--- config.mk ---
export PLATFORM = sky130hd
export DESIGN_NAME = rstc_top
export DESIGN_NICKNAME = d
export VERILOG_FILES = /design/src/rtl/rstc_pkg.sv /design/src/rtl/rstc_req_merge.sv /design/src/rtl/rstc_seq.sv /design/src/rtl/rstc_out.sv /design/src/rtl/rstc_top.sv
export SDC_FILE = /design/constraint.sdc
export NUM_CORES = 1
export LEC_CHECK = 0
export ABC_AREA = 0
export BUFFER_PORTS_ARGS = -buffer_cell sky130_fd_sc_hd__buf_2
export CAP_MARGIN = 20
export CORE_ASPECT_RATIO = 0.7
export CORE_UTILIZATION = 50
export CTS_BUF_LIST = sky130_fd_sc_hd__clkbuf_4
export DETAILED_ROUTE_END_ITERATION = 10
export GPL_TIMING_DRIVEN = 0
export PLACE_DENSITY = 0.8
export SKIP_LAST_GASP = 1
export SLEW_MARGIN = 20
export SYNTH_ARGS = -nofsm -noshare
export SYNTH_HDL_FRONTEND = slang
export SYNTH_HIERARCHICAL = 1
export SYNTH_SLANG_ARGS = --single-unit
--- constraint.sdc ---
create_clock -name clk -period 3.72 [get_ports clk]
set_input_delay 0.372 -clock clk [delete_from_list [all_inputs] [get_ports clk]]
set_output_delay 0.372 -clock clk [all_outputs]
set_load 0.1 [all_outputs]
--- src/rtl/rstc_pkg.sv ---
package rstc_pkg;
  localparam int NLVL  = 4;
  localparam int LVLW  = $clog2(NLVL);
  localparam int NSTEP = 17;
  localparam int IDXW  = $clog2(NSTEP);

  localparam logic [IDXW-1:0] ST_SAVE_PART = IDXW'(5);
  localparam logic [IDXW-1:0] ST_PGCLR     = IDXW'(14);
  localparam logic [IDXW-1:0] ST_TOD       = IDXW'(16);

  typedef enum logic [1:0] {SQ_IDLE, SQ_RUN, SQ_WAIT} sq_state_t;

  function automatic logic [IDXW-1:0] last_step(input logic [LVLW-1:0] lvl);
    case (lvl)
      2'd0:    return IDXW'(5);
      2'd1:    return IDXW'(9);
      2'd2:    return IDXW'(15);
      default: return IDXW'(16);
    endcase
  endfunction
endpackage

--- src/rtl/rstc_req_merge.sv ---
module rstc_req_merge
  import rstc_pkg::*;
(
  input  logic [NLVL-1:0] req,
  input  logic            active,
  input  logic [LVLW-1:0] cur_lvl,
  output logic            any_req,
  output logic [LVLW-1:0] lvl_eff
);
  logic [LVLW-1:0] hi;

  always_comb begin
    hi = '0;
    for (int i = 0; i < NLVL; i++)
      if (req[i]) hi = LVLW'(i);
  end

  assign any_req = |req;

  always_comb begin
    if (!active)                    lvl_eff = hi;
    else if (any_req && hi > cur_lvl) lvl_eff = hi;
    else                            lvl_eff = cur_lvl;
  end
endmodule

--- src/rtl/rstc_seq.sv ---
module rstc_seq
  import rstc_pkg::*;
(
  input  logic            clk,
  input  logic            rst,
  input  logic [NLVL-1:0] rst_req,
  input  logic            pgclr_done,
  input  logic            tod_notset,
  output logic            issue,
  output logic [IDXW-1:0] idx,
  output logic            fin,
  output logic            busy_nxt
);
  sq_state_t       st_q, st_d;
  logic [IDXW-1:0] idx_q, idx_d;
  logic [LVLW-1:0] lvl_q, lvl_eff;
  logic            any_req, at_last, wait_step, hs;

  rstc_req_merge u_merge (
    .req     (rst_req),
    .active  (st_q != SQ_IDLE),
    .cur_lvl (lvl_q),
    .any_req (any_req),
    .lvl_eff (lvl_eff)
  );

  assign at_last   = (idx_q == last_step(lvl_eff));
  assign wait_step = (idx_q == ST_PGCLR) || (idx_q == ST_TOD);
  assign hs        = (idx_q == ST_PGCLR) ? pgclr_done : tod_notset;

  always_comb begin
    st_d  = st_q;
    idx_d = idx_q;
    fin   = 1'b0;
    case (st_q)
      SQ_IDLE: if (any_req) begin
        st_d  = SQ_RUN;
        idx_d = '0;
      end
      SQ_RUN: begin
        if (wait_step)    st_d = SQ_WAIT;
        else if (at_last) begin st_d = SQ_IDLE; fin = 1'b1; end
        else              idx_d = idx_q + 1'b1;
      end
      SQ_WAIT: if (hs) begin
        if (at_last) begin st_d = SQ_IDLE; fin = 1'b1; end
        else begin st_d = SQ_RUN; idx_d = idx_q + 1'b1; end
      end
      default: st_d = SQ_IDLE;
    endcase
  end

  always_ff @(posedge clk) begin
    if (rst) begin
      st_q  <= SQ_IDLE;
      idx_q <= '0;
      lvl_q <= '0;
    end else begin
      st_q  <= st_d;
      idx_q <= idx_d;
      if (st_q != SQ_IDLE || any_req) lvl_q <= lvl_eff;
    end
  end

  assign issue    = (st_q == SQ_RUN);
  assign idx      = idx_q;
  assign busy_nxt = (st_d != SQ_IDLE);

  AST_PGCLR_HOLD: assert property (@(posedge clk) disable iff (rst)
    (st_q == SQ_WAIT && idx_q == ST_PGCLR && !pgclr_done) |=> (st_q == SQ_WAIT && idx_q == ST_PGCLR));
  AST_TOD_HOLD: assert property (@(posedge clk) disable iff (rst)
    (st_q == SQ_WAIT && idx_q == ST_TOD && !tod_notset) |=> (st_q == SQ_WAIT));
  AST_LVL_MONO: assert property (@(posedge clk) disable iff (rst)
    (st_q != SQ_IDLE && $past(st_q) != SQ_IDLE) |-> (lvl_q >= $past(lvl_q)));
endmodule

--- src/rtl/rstc_out.sv ---
module rstc_out
  import rstc_pkg::*;
(
  input  logic             clk,
  input  logic             rst,
  input  logic             issue,
  input  logic [IDXW-1:0]  idx,
  input  logic             fin,
  input  logic             busy_nxt,
  input  logic             save_busy,
  output logic [NSTEP-1:0] step_stb,
  output logic             busy,
  output logic             done
);
  logic [NSTEP-1:0] sel;

  generate
    for (genvar k = 0; k < NSTEP; k++) begin : g_sel
      if (k == int'(ST_SAVE_PART)) begin : g_gated
        assign sel[k] = issue && (idx == IDXW'(k)) && save_busy;
      end else begin : g_plain
        assign sel[k] = issue && (idx == IDXW'(k));
      end
    end
  endgenerate

  always_ff @(posedge clk) begin
    if (rst) begin
      step_stb <= '0;
      busy     <= 1'b0;
      done     <= 1'b0;
    end else begin
      step_stb <= sel;
      busy     <= busy_nxt;
      done     <= fin;
    end
  end

  AST_STB_ONEHOT: assert property (@(posedge clk) disable iff (rst)
    $onehot0(step_stb));
  AST_DONE_PULSE: assert property (@(posedge clk) disable iff (rst)
    done |=> !done);
  AST_DONE_IDLE: assert property (@(posedge clk) disable iff (rst)
    done |-> !busy);
  AST_IDLE_QUIET: assert property (@(posedge clk) disable iff (rst)
    (!busy && !done) |-> (step_stb == '0));
  AST_SAVE_GATE: assert property (@(posedge clk) disable iff (rst)
    step_stb[ST_SAVE_PART] |-> $past(save_busy));
endmodule

--- src/rtl/rstc_top.sv ---
module rstc_top
  import rstc_pkg::*;
(
  input  logic             clk,
  input  logic             rst,
  input  logic [NLVL-1:0]  rst_req,
  input  logic             save_busy,
  input  logic             pgclr_done,
  input  logic             tod_notset,
  output logic [NSTEP-1:0] step_stb,
  output logic             busy,
  output logic             done
);
  logic            issue, fin, busy_nxt;
  logic [IDXW-1:0] idx;

  rstc_seq u_seq (
    .clk        (clk),
    .rst        (rst),
    .rst_req    (rst_req),
    .pgclr_done (pgclr_done),
    .tod_notset (tod_notset),
    .issue      (issue),
    .idx        (idx),
    .fin        (fin),
    .busy_nxt   (busy_nxt)
  );

  rstc_out u_out (
    .clk       (clk),
    .rst       (rst),
    .issue     (issue),
    .idx       (idx),
    .fin       (fin),
    .busy_nxt  (busy_nxt),
    .save_busy (save_busy),
    .step_stb  (step_stb),
    .busy      (busy),
    .done      (done)
  );
endmodule

==> run summary <==
## Die
- die boundary width: 67.6 um
- number of top-level pins: 28
- area of the die: 3240 um2
- core footprint: 2820 um2
- height of the die: 47.9 um
- effective utilization at floorplan: 0.533
- num rows: 16

## GRT
- M3 GR Usage: 0.0619
- global-route track usage on met2: 0.424
- Remaining Overflow, GRT: 0
- antenna violations before repair: 0
- met1 global-route usage: 0.288
- wire length of the first global-routing pass: 5630 um
- overall routing resource usage: 0.238
- number of global-route vias before repair: 1292
- pin count of the biggest net entering global routing: 17
- highest-utilization routing layer at the global route stage: met2

## Layout
- Multi-input gate area: 881 um2
- number of filler instances in the final layout: 250
- synthesis-to-layout area growth: 15.5%
- # nets final: 225
- final core utilization: 0.616
- Final Non-Filler Cells: 238
- number of antenna repair diodes: 0
- Storage cell area: 561 um2
- share of cells above drive strength 1: 0.208

## Critical path
- worst setup slack for register-to-register paths: 280 ps
- cell repeated most along the worst path: sky130_fd_sc_hd__inv_1
- maximum net fanout on the critical path: 6
- Worst Reg-to-Reg Cells: 14
- Worst path max stage delay: 460 ps
- required time worst endpoint: 3990 ps
- Worst EP arrival: 3710 ps
- Crit path buffers/inverters: 4
- classification of the worst setup path: register to register
- CP Cell Sequence: inv_1 -> ha_1 -> inv_1 -> inv_1 -> o31a_1 -> a32oi_1 -> inv_1 -> ha_1 -> o21a_1 -> o21ai_0 -> a21oi_1 -> o211a_1 -> a21oi_1 -> nor2b_1
- Worst R2R Start: u_seq/st_q[0]
- reg-to-reg endpoint: u_out/busy
- endpoint class of the critical path: register
- kind of start point of the critical path: register
- cell family with most CP delay: compound AO/OA/AOI/OAI gates
- cell type of the slowest stage on the worst timing path: sky130_fd_sc_hd__dfxtp_1

## Yosys
- prevailing post-synth register cell: sky130_fd_sc_hd__dfxtp_1
- Seq cells post-synth: 28
- total of warnings raised by yosys: 6
- total nets after synthesis: 193
- number of distinct standard cells referenced by the synthesized netlist: 46
- async set-reset flop share out of synthesis: 0
- Post-Syn Instances: 171
- portion of the post-synthesis area used by sequential elements: 0.372
- average cell area after synthesis: 8.80 um2
- Netlist Area Pre-Place: 1510 um2
- count of flip-flops with a built-in enable after synthesis: 0

## Detailed routing
- Routed WL: 3550 um
- Post-route DRC: 0
- post-DR wirelength/cell: 14.9 um
- total iterations of the first detailed-routing run: 4
- drt via density: 5.93
- Antenna Violating Nets Remaining: 0
- iteration-0 DRC count of the detailed router: 60
- total number of vias: 1412

## Power
- clock network fraction of design power: 0.293
- Int Pwr: 0.000472 W
- proportion of power drawn by flip-flops and latches: 0.485
- switching share of total power: 0.287
- part of the power in combinational logic: 0.223
- static leakage power: 0.751 nW
- switching component of the power: 0.000190 W
- IR drop worst, VDD: 0.192 mV
- power per standard cell area: 381 nW/um2

## Clocking
- clk sinks: 28
- maximum level of the CTS H-tree: 1
- Clock Pin Slew Worst Setup and Hold Paths: 140 ps
- CTS buffer count: 3
- Post-CTS Resized: 0
- number of hold buffers added after CTS: 0
- Post-CTS Setup Repair Bufs: 0
- clock tree from TritonCTS: done
- insertion delay of the later-clocked pin in the worst-skew pair: 320 ps
- cell at the root of the clock tree: sky130_fd_sc_hd__clkbuf_4
- deepest clock path buffer count: 2

## Hold path
- worst min-delay path category: primary input to register
- number of cells traversed by the worst hold path: 3
- Worst Hold Path EP: u_out/step_stb[5]
- startpoint of the lowest-slack hold path: save_busy

## STA
- Setup Total Neg Slack: 0 ps
- final number of max-transition violations: 0
- RSZ-0062 raised after global routing: false
- final setup fails: 0
- fin crit share: 0.924
- Min Hold Slack: 270 ps
- measured slew at the worst slew-check pin: 562 ps
- Period minus WS final: 3440 ps
- count of endpoints failing hold in the final timing report: 0
- normalized max-slew margin: 0.621
- Worst Setup Slack, final: 284 ps
- worst setup skew after layout: 5.80 ps
- maximum clock frequency: 291 MHz

## Outcome
- outcome: completed

## Placement
- global placer's final weighted congestion: 0.898
- pre-CTS WS: 68.8 ps
- number of buffers inserted by port buffering: 27
- number of cells in the design after placement: 234
- placed wire-length estimate after detailed placement: 2780 um

## Flow run
- Max-Cap Viols: 0

-- synthesized netlist by cell type (all sizes together) (2+ instances only) --
library cell	number	area, um2
dfxtp	28	561
nor2	18	67.6
inv	16	60.1
nand2	14	52.6
ha	13	163
nor3	7	35.0
a21oi	6	30.0
o21ai	5	25.0
or2	5	31.3
nand3	4	20.0
a22oi	3	22.5
nand4bb	3	33.8
nor2b	3	18.8
o211a	3	30.0
o22ai	3	18.8
a21o	2	15.0
a32oi	2	17.5
and2	2	15.0
nand2b	2	12.5
nand4b	2	17.5
o32ai	2	17.5
or2b	2	15.0
or3	2	18.8
or3b	2	17.5
or4	2	22.5
xnor2	2	17.5
-- worst max path at each step --
| stage | to | from | cells past startpoint |
|---|---|---|---|
| 2_1_floorplan | u_out/busy | rst_req[2] | 13 |
| 3_3_place_gp | u_out/busy | rst_req[2] | 14 |
| 3_5_place_dp | u_out/busy | rst_req[2] | 14 |
| 4_1_cts | u_out/busy | u_seq/st_q[0] | 14 |
| 5_1_grt | u_out/busy | u_seq/st_q[0] | 14 |
| 6_report | u_out/busy | u_seq/st_q[0] | 14 |
-- worst register-to-register path: stages, from the launching register on --
cell,delay [ps]
sky130_fd_sc_hd__dfxtp_1,460
sky130_fd_sc_hd__inv_1,100
sky130_fd_sc_hd__ha_1,240
sky130_fd_sc_hd__inv_1,130
sky130_fd_sc_hd__inv_1,80
sky130_fd_sc_hd__o31a_1,310
sky130_fd_sc_hd__a32oi_1,360
sky130_fd_sc_hd__inv_1,150
sky130_fd_sc_hd__ha_1,250
sky130_fd_sc_hd__o21a_1,190
sky130_fd_sc_hd__o21ai_0,340
sky130_fd_sc_hd__a21oi_1,220
sky130_fd_sc_hd__o211a_1,280
sky130_fd_sc_hd__a21oi_1,170
sky130_fd_sc_hd__nor2b_1,140
-- metrics by stage --
| stage | cell area (um2) | total power, W |
|---|---|---|
| 2_1_floorplan | 1510 | 0.000434 |
| 3_3_place_gp | 1690 | 0.000460 |
| 3_5_place_dp | 1690 | 0.000471 |
| 4_1_cts | 1740 | 0.000662 |
| 5_1_grt | 1740 | 0.000694 |
| 6_report | 1740 | 0.000662 |
-- flip-flops by register name (all words and copies together) (netlist names) --
register and flops:
u_out/busy 1, u_out/done 1, u_out/step_stb 17, u_seq/idx 5, u_seq/lvl_q 2, u_seq/st_q 2
-- power groups by stage --
stage	sequential (W)	combinational [W]	clock (W)
2_1_floorplan	0.000343	0.0000917	0
3_3_place_gp	0.000326	0.000134	0
3_5_place_dp	0.000327	0.000144	0
4_1_cts	0.000320	0.000144	0.000197
5_1_grt	0.000322	0.000162	0.000210
6_report	0.000321	0.000147	0.000194
-- cell families after synthesis --
logic type                 share of synthesized area
and+or+nand+nor                                0.292
muxes                                        0.00665
adders and majority gates                      0.108
AOI/OAI and AO/OA                              0.167
DFF                                            0.372
xor gates and xnor gates                      0.0116
buffers and inverters                         0.0424
-- placed cells by master (no fill, tap or decap), drive strengths merged, types with 4 or more instances in the layout --
cell	n
or2	5
o21ai	5
dfxtp	28
a21oi	6
ha	13
buf	27
nor3	7
nand2	14
inv	16
nor2	18
nand3	4
clkbuf	4
-- metal layers --
metal  wire (um)  vias up
li1            -      674
met4          68        0
met5           0        -
met2        1660       71
met3         260       11
met1        1560      656
-- layout make-up --
class	count	area share
buffer	1	0.00216
clock buffer	3	0.0130
clock inverter	1	0.0173
inverter	16	0.0346
multi-input combinational	126	0.507
sequential	28	0.323
tap	36	0.0259
timing repair buffer	27	0.0778
No activity file was read; power rests on OpenSTA's default activity.
